## src/rtl/fact_pkg.sv

```systemverilog
// Package: shared types and constants for the factorial unit.
// Assumes: nothing beyond IEEE 1800-2017.
package fact_pkg;

    // Controller states in loop order.
    typedef enum logic [2:0] {
        ST_IDLE = 3'd0,   // top of loop: acknowledge dropped
        ST_WAIT = 3'd1,   // stall until request equals 1
        ST_LOAD = 3'd2,   // capture operand, seed accumulator
        ST_TEST = 3'd3,   // loop test: counter greater than 1?
        ST_MUL  = 3'd4,   // one multiply and one decrement
        ST_PUB  = 3'd5,   // copy accumulator to result
        ST_ACK  = 3'd6    // raise acknowledge
    } fact_state_e;

endpackage

```

## src/rtl/fact_ctrl.sv

```systemverilog
// Module: fact_ctrl
// Purpose: sequences the factorial loop. Each state is one cycle, so every
//          wait test and loop test costs one clock per branch taken.
// Assumes: the datapath reports more_steps from its registered counter;
//          rst_n is synchronous and active low.
module fact_ctrl
    import fact_pkg::*;
(
    input  logic clk,
    input  logic rst_n,
    input  logic req,
    input  logic more_steps,
    output logic load_en,
    output logic mul_en,
    output logic pub_en,
    output logic ack
);

    fact_state_e state_q;
    fact_state_e state_d;
    logic        ack_q;

    // Next-state selection for the outer and inner loops.
    always_comb begin
        state_d = state_q;
        case (state_q)
            ST_IDLE: state_d = ST_WAIT;
            ST_WAIT: state_d = (req == 1'b1) ? ST_LOAD : ST_WAIT;
            ST_LOAD: state_d = ST_TEST;
            ST_TEST: state_d = more_steps ? ST_MUL : ST_PUB;
            ST_MUL:  state_d = ST_TEST;
            ST_PUB:  state_d = ST_ACK;
            ST_ACK:  state_d = ST_IDLE;
            default: state_d = ST_IDLE;
        endcase
    end

    // State register and registered acknowledge.
    always_ff @(posedge clk) begin
        if (!rst_n) begin
            state_q <= ST_IDLE;
            ack_q   <= 1'b0;
        end else begin
            state_q <= state_d;
            if (state_q == ST_ACK) begin
                ack_q <= 1'b1;
            end else if (state_q == ST_IDLE) begin
                ack_q <= 1'b0;
            end
        end
    end

    // Strobes to the datapath.
    always_comb begin
        load_en = (state_q == ST_LOAD);
        mul_en  = (state_q == ST_MUL);
        pub_en  = (state_q == ST_PUB);
    end

    assign ack = ack_q;

    AST_RESET_CLEARS: assert property (@(posedge clk)
        !rst_n |=> (state_q == ST_IDLE && !ack_q));
    AST_HOLD_WITHOUT_REQ: assert property (@(posedge clk) disable iff (!rst_n)
        (state_q == ST_WAIT && req != 1'b1) |=> (state_q == ST_WAIT && !ack_q));
    AST_ACK_ONE_CYCLE: assert property (@(posedge clk) disable iff (!rst_n)
        ack_q |=> !ack_q);
    AST_ACK_FROM_ACK_STATE: assert property (@(posedge clk) disable iff (!rst_n)
        $rose(ack_q) |-> $past(state_q) == ST_ACK);
    AST_SMALL_SKIPS_MUL: assert property (@(posedge clk) disable iff (!rst_n)
        (state_q == ST_TEST && !more_steps) |=> state_q == ST_PUB);

endmodule

```

## src/rtl/fact_datapath.sv

```systemverilog
// Module: fact_datapath
// Purpose: holds the down-counter, the accumulator and the result register.
//          The counter takes the low CNTW operand bits; products are kept to
//          ACCW bits; the result is the zero-extended accumulator.
// Assumes: OPW >= CNTW and RESW >= ACCW; at most one strobe is high per cycle.
module fact_datapath #(
    parameter int OPW  = 5,
    parameter int CNTW = 4,
    parameter int ACCW = 24,
    parameter int RESW = 32
) (
    input  logic            clk,
    input  logic            rst_n,
    input  logic [OPW-1:0]  operand,
    input  logic            load_en,
    input  logic            mul_en,
    input  logic            pub_en,
    output logic            more_steps,
    output logic [RESW-1:0] result
);

    localparam int PRODW = ACCW + CNTW;
    localparam int PADW  = RESW - ACCW;

    logic [CNTW-1:0] cnt_q;
    logic [ACCW-1:0] acc_q;
    logic [RESW-1:0] result_q;
    logic [PRODW-1:0] prod;

    // Full-width product; only its low ACCW bits are kept.
    always_comb begin
        prod = PRODW'(acc_q) * PRODW'(cnt_q);
    end

    // Loop test seen by the controller.
    always_comb begin
        more_steps = (cnt_q > CNTW'(1));
    end

    // Counter and accumulator update.
    always_ff @(posedge clk) begin
        if (!rst_n) begin
            cnt_q <= '0;
            acc_q <= '0;
        end else if (load_en) begin
            cnt_q <= operand[CNTW-1:0];
            acc_q <= ACCW'(1);
        end else if (mul_en) begin
            cnt_q <= cnt_q - CNTW'(1);
            acc_q <= prod[ACCW-1:0];
        end
    end

    // Result register: written only when publishing.
    always_ff @(posedge clk) begin
        if (!rst_n) begin
            result_q <= '0;
        end else if (pub_en) begin
            result_q <= {{PADW{1'b0}}, acc_q};
        end
    end

    assign result = result_q;

    AST_LOAD_SEEDS_ONE: assert property (@(posedge clk) disable iff (!rst_n)
        load_en |=> acc_q == ACCW'(1));
    AST_COUNT_DOWN: assert property (@(posedge clk) disable iff (!rst_n)
        mul_en |=> cnt_q == CNTW'($past(cnt_q) - CNTW'(1)));
    AST_RESULT_HOLD: assert property (@(posedge clk) disable iff (!rst_n)
        !pub_en |=> $stable(result_q));

endmodule

```

## src/rtl/fact_unit.sv

```systemverilog
// Module: fact_unit (top)
// Purpose: iterative factorial with a req/ack handshake; one multiply per
//          inner loop pass, one acknowledge pulse per computation.
// Assumes: rst_n synchronous active low and doubles as the run enable.
module fact_unit #(
    parameter int OPW  = 5,
    parameter int CNTW = 4,
    parameter int ACCW = 24,
    parameter int RESW = 32
) (
    input  logic            clk,
    input  logic            rst_n,
    input  logic            req,
    input  logic [OPW-1:0]  operand,
    output logic            ack,
    output logic [RESW-1:0] result
);

    logic load_en;
    logic mul_en;
    logic pub_en;
    logic more_steps;

    fact_ctrl u_ctrl (
        .clk        (clk),
        .rst_n      (rst_n),
        .req        (req),
        .more_steps (more_steps),
        .load_en    (load_en),
        .mul_en     (mul_en),
        .pub_en     (pub_en),
        .ack        (ack)
    );

    fact_datapath #(
        .OPW  (OPW),
        .CNTW (CNTW),
        .ACCW (ACCW),
        .RESW (RESW)
    ) u_dp (
        .clk        (clk),
        .rst_n      (rst_n),
        .operand    (operand),
        .load_en    (load_en),
        .mul_en     (mul_en),
        .pub_en     (pub_en),
        .more_steps (more_steps),
        .result     (result)
    );

    AST_ACK_AFTER_PUBLISH: assert property (@(posedge clk) disable iff (!rst_n)
        pub_en |=> ##1 ack);

endmodule

```

## config.mk

```make
export PLATFORM = sky130hd
export DESIGN_NAME = fact_unit
export DESIGN_NICKNAME = d
export VERILOG_FILES = /design/src/rtl/fact_pkg.sv /design/src/rtl/fact_ctrl.sv /design/src/rtl/fact_datapath.sv /design/src/rtl/fact_unit.sv
export SDC_FILE = /design/constraint.sdc
export NUM_CORES = 1
export LEC_CHECK = 0
export ABC_AREA = 1
export BUFFER_PORTS_ARGS = -buffer_cell sky130_fd_sc_hd__buf_2
export CAP_MARGIN = 10
export CORE_MARGIN = 2
export CORE_UTILIZATION = 52
export DETAILED_ROUTE_END_ITERATION = 10
export HOLD_SLACK_MARGIN = 0.12
export PLACE_DENSITY = 0.7
export SLEW_MARGIN = 10
export SYNTH_ARGS = -nofsm -noshare
export SYNTH_HDL_FRONTEND = slang
export SYNTH_HIERARCHICAL = 1
export SYNTH_SLANG_ARGS = --single-unit
```

## constraint.sdc

```tcl
create_clock -name clk -period 3.8 [get_ports clk]
set_input_delay 0.76 -clock clk [delete_from_list [all_inputs] [get_ports clk]]
set_output_delay 0.76 -clock clk [all_outputs]
set_load 0.1 [all_outputs]
```

==> results of run 1 <==
-- power by group through the flow --
stage          Clock [mW]  Sequential (mW)  Combinational [mW]
4_1_cts             0.370            0.625               0.182
5_1_grt             0.389            0.628               0.198
3_3_place_gp            0            0.638               0.181
2_1_floorplan           0            0.660               0.124
6_report            0.359            0.626               0.182
3_5_place_dp            0            0.639               0.181
-- Yosys cell counts (all sizes together) (2+ instances only) --
master  number  area share (%)
a21oi       54             5.0
a31oi        2            0.23
buf         16             1.9
clkbuf      17             1.2
dfxtp       56              20
fa          41              15
ha          26             5.9
inv        252              17
nand2      248              17
nand3       34             3.3
nand3b       5            0.68
nand4        4            0.46
nor2        56             4.2
o211ai       2            0.27
o21ai       39             3.6
o21bai       3            0.41
xnor2        4            0.64
xor2         8             1.3
-- tightest hold or removal path, delay by kind of cell, from the launching register on --
family          cells  cell delay [ns]
simple gates        1             0.07
compound gates      1             0.04
flops               1             0.35
-- kinds of logic after synthesis --
| group | Yosys count | share of synthesized area (%) |
|---|---|---|
| compound gates | 104 | 10.2 |
| xor+xnor | 12 | 1.91 |
| fa+ha+maj | 67 | 20.9 |
| buf+inv | 285 | 20.3 |
| flops | 56 | 20.4 |
| other cells | 1 | 0.0683 |
| simple gates | 351 | 26.3 |
-- per-layer routing --
metal  up-vias  wire length (um)  global-route usage (%)
met5         -                 0                       0
met4         0               210                    5.75
met3        15               407                    2.49
met2        89              6170                    41.4
met1      2228              5980                    30.8
li1       2583                 -                       -
-- path summary, 6_finish.rpt --
| path | from | endpoint | slack (ns) | depth (start not counted) |
|---|---|---|---|---|
| max reg2reg | u_dp/cnt_q[3]$_SDFFE_PN0P_ | u_dp/acc_q[20]$_SDFFE_PP0P_ | 0.28 | 18 |
| min reg2reg | u_ctrl/ack$_SDFFE_PN0P_ | u_ctrl/ack$_SDFFE_PN0P_ | 0.48 | 2 |
| min | u_ctrl/ack$_SDFFE_PN0P_ | u_ctrl/ack$_SDFFE_PN0P_ | 0.48 | 2 |
| max | u_dp/cnt_q[3]$_SDFFE_PN0P_ | u_dp/acc_q[20]$_SDFFE_PP0P_ | 0.28 | 18 |
-- per-stage QoR --
step / setup WS, ns / power, mW
6_report: 0.277 / 1.17
4_1_cts: 0.289 / 1.18
3_5_place_dp: 0.320 / 0.820
2_1_floorplan: 0.692 / 0.784
5_1_grt: 0.0275 / 1.21
3_3_place_gp: 0.374 / 0.819
-- layout make-up --
cell class | count | area, um2 | share of cell area [%]
Sequential cell | 56 | 1120 | 19.2
Inverter | 252 | 946 | 16.2
Tap cell | 136 | 170 | 2.91
Clock buffer | 5 | 68.8 | 1.18
Multi-Input combinational cell | 542 | 3290 | 56.2
Clock inverter | 3 | 27.5 | 0.470
Timing Repair Buffer | 41 | 230 | 3.93
-- state kept, by name (all words and copies together), names as in the netlist --
signal,flops
u_dp/result,24
u_dp/acc_q,24
u_ctrl/state_q,3
u_dp/cnt_q,4
u_ctrl/ack,1
==> metrics, run 1 <==
Wirelength per Cell 12.3 um; Slew @ Worst Pin 1.02 ns; grt ovf 0; Area Overhead vs Synth 6.54%; largest net degree at the start of global routing 32; ANT nets after route 0; Final Core Density 56.9%; post-synthesis async set-or-reset flop share 0%; GRT Total Usage 23.5%; clock share of power 30.8%; RSZ-0062 raised after global routing no; status complete, no violations; final hold viol count 0; worst skew pair latency 0.32 ns; final-stage net count 973; Min-Delay Path Class flop to flop; most frequent cells in the layout inv_1, nand2_1, dfxtp_1; Worst EP required 4.03 ns; Setup TNS 0 ns; first-pass GRT wire length 21500 um; Via density 4.75; startpoint types flop; worst path bufs/invs 6; Hold Slack 0.483 ns; Yosys warning count 6; Finish-stage setup viols 0; most numerous cell on the critical path nand2_1; slowest stage cell, crit path fa_1; worst clock skew 0.00849 ns; CTS H-tree depth 2; commonest non-fill, non-tap cell in the layout inv_1; part of the power in combinational logic 15.6%; sw power 388 uW; post-CTS sizing 0; die area 11400 um2; port bufs 31; HPWL after DPL 10100 um; FF+latch count, synth 56; Tcrit/Tclk final 92.7%; vias in the first global route 4699; n_diodes 0; Setup CP Type flop to flop; Unique masters post-synth 36; maxcap violations 0; fillcell total 1090; fin crit period 3.52 ns; CTS sink count 56; final non-filler cell total 1035; io pins 41; Routed WL 12800 um; initial antenna violation count 0; Die X-Extent 107 um; DP Area 5760 um2; pwr dens 200 nW/um2; Slew Viols, Final 0; design area 5850 um2; Post-synth EDFFs 0; Die H 107 um; GPL Wtd Cong 0.917; maximum clock rate 284 MHz; clock edge transition at the registers on the reported setup and hold paths 0.12 ns; Root Buffer clkbuf_8; Max-slew headroom 31.8%; Leakage 3.61 nW; core area 10300 um2; CTS Buffer Depth 2; clock buffer count from CTS 5; row count 37; Post-Synthesis Cell Area 5490 um2; Crit path max-delay family adder cells; drt first pass iters 6; share of layout cells above drive strength 1 7.68%; CP max FO 10; Peak VDD IR 0.166 mV; CTS tree built; via count 4915; Max stage delay on crit path 0.53 ns; DR iter-0 viols 248; drt drc 0; Primary FF master, synth dfxtp_1; mean area per synthesized cell 6.27 um2; Flop pwr share 53.6%; internal power 779 uW; # hold bufs at CTS 0; Cell Chain, Critical Path buf_4 -> nand2_1 -> inv_1 -> fa_1 -> inv_1 -> fa_1 -> inv_1 -> ha_1 -> nand2_1 -> inv_1 -> a21oi_1 -> nand3_2 -> nand2_1 -> nand2_1 -> nand2_1 -> nand3_1 -> nand2_1 -> inv_1; Worst setup EP type flop; crit path DAT 3.75 ns; post-CTS setup buffer count 0; dpl cells 1027; Sw Share 33.3%; sequential share of the synthesized area 20.4%; Post-Syn Instances 876; starting density of the core 53.4%
No activity file was read; power rests on OpenSTA's default activity.
==> run 2: changes to the inputs <==
--- a/config.mk
+++ b/config.mk
@@ -8,11 +8,11 @@
 export ABC_AREA = 1
 export BUFFER_PORTS_ARGS = -buffer_cell sky130_fd_sc_hd__buf_2
 export CAP_MARGIN = 10
-export CORE_MARGIN = 2
 export CORE_UTILIZATION = 52
 export DETAILED_ROUTE_END_ITERATION = 10
 export HOLD_SLACK_MARGIN = 0.12
 export PLACE_DENSITY = 0.7
+export RECOVER_POWER = 100
 export SLEW_MARGIN = 10
 export SYNTH_ARGS = -nofsm -noshare
 export SYNTH_HDL_FRONTEND = slang
==> metrics, run 2 (synthesis gave the netlist of run 1 again) <==
status finished, violations left (was complete, no violations); failing checks DRC; R2R cell count 16 (was 18); Tcrit/Tclk final 93.7% (was 92.7%); HPWL after DPL 10100 um (about the same); clock edge transition at the registers on the reported setup and hold paths 0.11 ns (was 0.12 ns); met2 WL post-DR 6190 um (was 6170 um); commonest non-fill, non-tap cell in the layout inv_1 (unchanged); DR iter-0 viols 245 (was 248); dpl cells 1024 (was 1027); CTS tree built (unchanged); Max-slew headroom 19.5% (was 31.8%); core area 10300 um2 (unchanged); maxcap violations 0 (unchanged); final-stage net count 970 (was 973); fin crit period 3.56 ns (was 3.52 ns); design area 5780 um2 (was 5850 um2); CTS Buffer Depth 2 (unchanged); Slew @ Worst Pin 1.21 ns (was 1.02 ns); DP Area 5730 um2 (was 5760 um2); Routed WL 12700 um (was 12800 um); Root Buffer clkbuf_8 (unchanged); Setup TNS 0 ns (unchanged); initial antenna violation count 0 (unchanged); final hold viol count 0 (unchanged); row count 37 (unchanged); first-pass GRT wire length 21800 um (was 21500 um); RSZ-0062 raised after global routing no (unchanged); # hold bufs at CTS 0 (unchanged); Worst EP required 4.02 ns (was 4.03 ns); worst clock skew 0.0118 ns (was 0.00849 ns); drt drc 4 (was 0); pwr dens 200 nW/um2 (about the same); Min-Delay Path Class flop to flop (unchanged); Slew Viols, Final 0 (unchanged); drt first pass iters 7 (was 6); maximum clock rate 281 MHz (was 284 MHz); vias in the first global route 4641 (was 4699); crit path DAT 3.78 ns (was 3.75 ns); CP max FO 13 (was 10); Wirelength per Cell 12.3 um (about the same); Setup CP Type flop to flop (unchanged); Via density 4.76 (was 4.75); GRT Total Usage 24.7% (was 23.5%); final non-filler cell total 1032 (was 1035); die area 11000 um2 (was 11400 um2); grt ovf 0 (unchanged); most frequent cells in the layout inv_1, nand2_1, dfxtp_1 (unchanged); FF/Latch Area 1120 um2 (unchanged); CTS H-tree depth 2 (unchanged); startpoint types flop (unchanged); port bufs 31 (unchanged); Peak VDD IR 0.172 mV (was 0.166 mV); DR WL met3 499 um (was 407 um); worst skew pair latency 0.32 ns (about the same); Worst setup EP type flop (unchanged); fillcell total 1081 (was 1090); Pwr Total 1.16 mW (was 1.17 mW); wl on met1 5840 um (was 5980 um); n_diodes 0 (unchanged); final worst-path setup slack 0.240 ns (was 0.277 ns); post-CTS sizing 0 (unchanged); post-CTS setup buffer count 0 (unchanged); worst hold stages 2 (unchanged); ANT nets after route 0 (unchanged); CTS sink count 56 (unchanged); multi-input logic area 3280 um2 (was 3290 um2); clock buffer count from CTS 5 (unchanged); Area Overhead vs Synth 5.28% (was 6.54%); Leakage 3.48 nW (was 3.61 nW); Die H 105 um (was 107 um); io pins 41 (unchanged); GPL Wtd Cong 0.858 (was 0.917); max layer used met4 (unchanged); Final Core Density 56.3% (was 56.9%); largest net degree at the start of global routing 32 (unchanged); Finish-stage setup viols 0 (unchanged); Die X-Extent 105 um (was 107 um); share of layout cells above drive strength 1 4.02% (was 7.68%); Place WS 0.323 ns (was 0.320 ns); starting density of the core 53.4% (unchanged); via count 4911 (was 4915); Hold Slack 0.482 ns (was 0.483 ns)
-- run 2: changes by cell type in the layout (fill, tap and decap cells not counted), moves of 3 or more --
cell	previous run	this run
o21ai_1	4	1
o21ai_0	34	37
buf_2	31	5
clkbuf_1	0	28
buf_4	10	5
-- run 2: path summary, 6_finish.rpt --
path | endpoint | slack (ns) | start
setup / recovery | u_dp/acc_q[23]$_SDFFE_PP0P_ | 0.24 | u_dp/cnt_q[3]$_SDFFE_PN0P_
hold / removal | u_ctrl/ack$_SDFFE_PN0P_ | 0.48 | u_ctrl/ack$_SDFFE_PN0P_
setup reg to reg | u_dp/acc_q[23]$_SDFFE_PP0P_ | 0.24 | u_dp/cnt_q[3]$_SDFFE_PN0P_
hold reg to reg | u_ctrl/ack$_SDFFE_PN0P_ | 0.48 | u_ctrl/ack$_SDFFE_PN0P_
-- run 2: layout make-up --
class                      count  area share (%)
clock inverter                 3           0.476
multi-input combinational    542            56.8
inverter                     252            16.4
clock buffer                   5            1.19
timing repair buffer          38            2.90
tap                          136            2.94
sequential                    56            19.4
-- run 2: where the power goes --
part	internal, mW	switching, mW
Combinational	0.0358	0.143
Sequential	0.603	0.0204
Clock	0.136	0.221
Total	0.775	0.385
-- run 2: critical path: stages, from the launching register on --
cell     delay, ns
dfxtp_1       0.63
buf_4         0.30
nand2_1       0.10
fa_1          0.54
inv_1         0.05
fa_1          0.52
ha_1          0.38
nand2_1       0.10
inv_1         0.04
nand2_1       0.05
nand2_1       0.05
a21oi_1       0.17
nand3_2       0.14
nand2_1       0.08
nand2_1       0.04
nor2_1        0.19
nor2_1        0.05
-- run 2: metal layers --
layer	up-vias	global-route usage, %
met5	-	0
met1	2226	31.8
met4	0	6.34
met3	13	3.49
li1	2575	-
met2	97	43.2
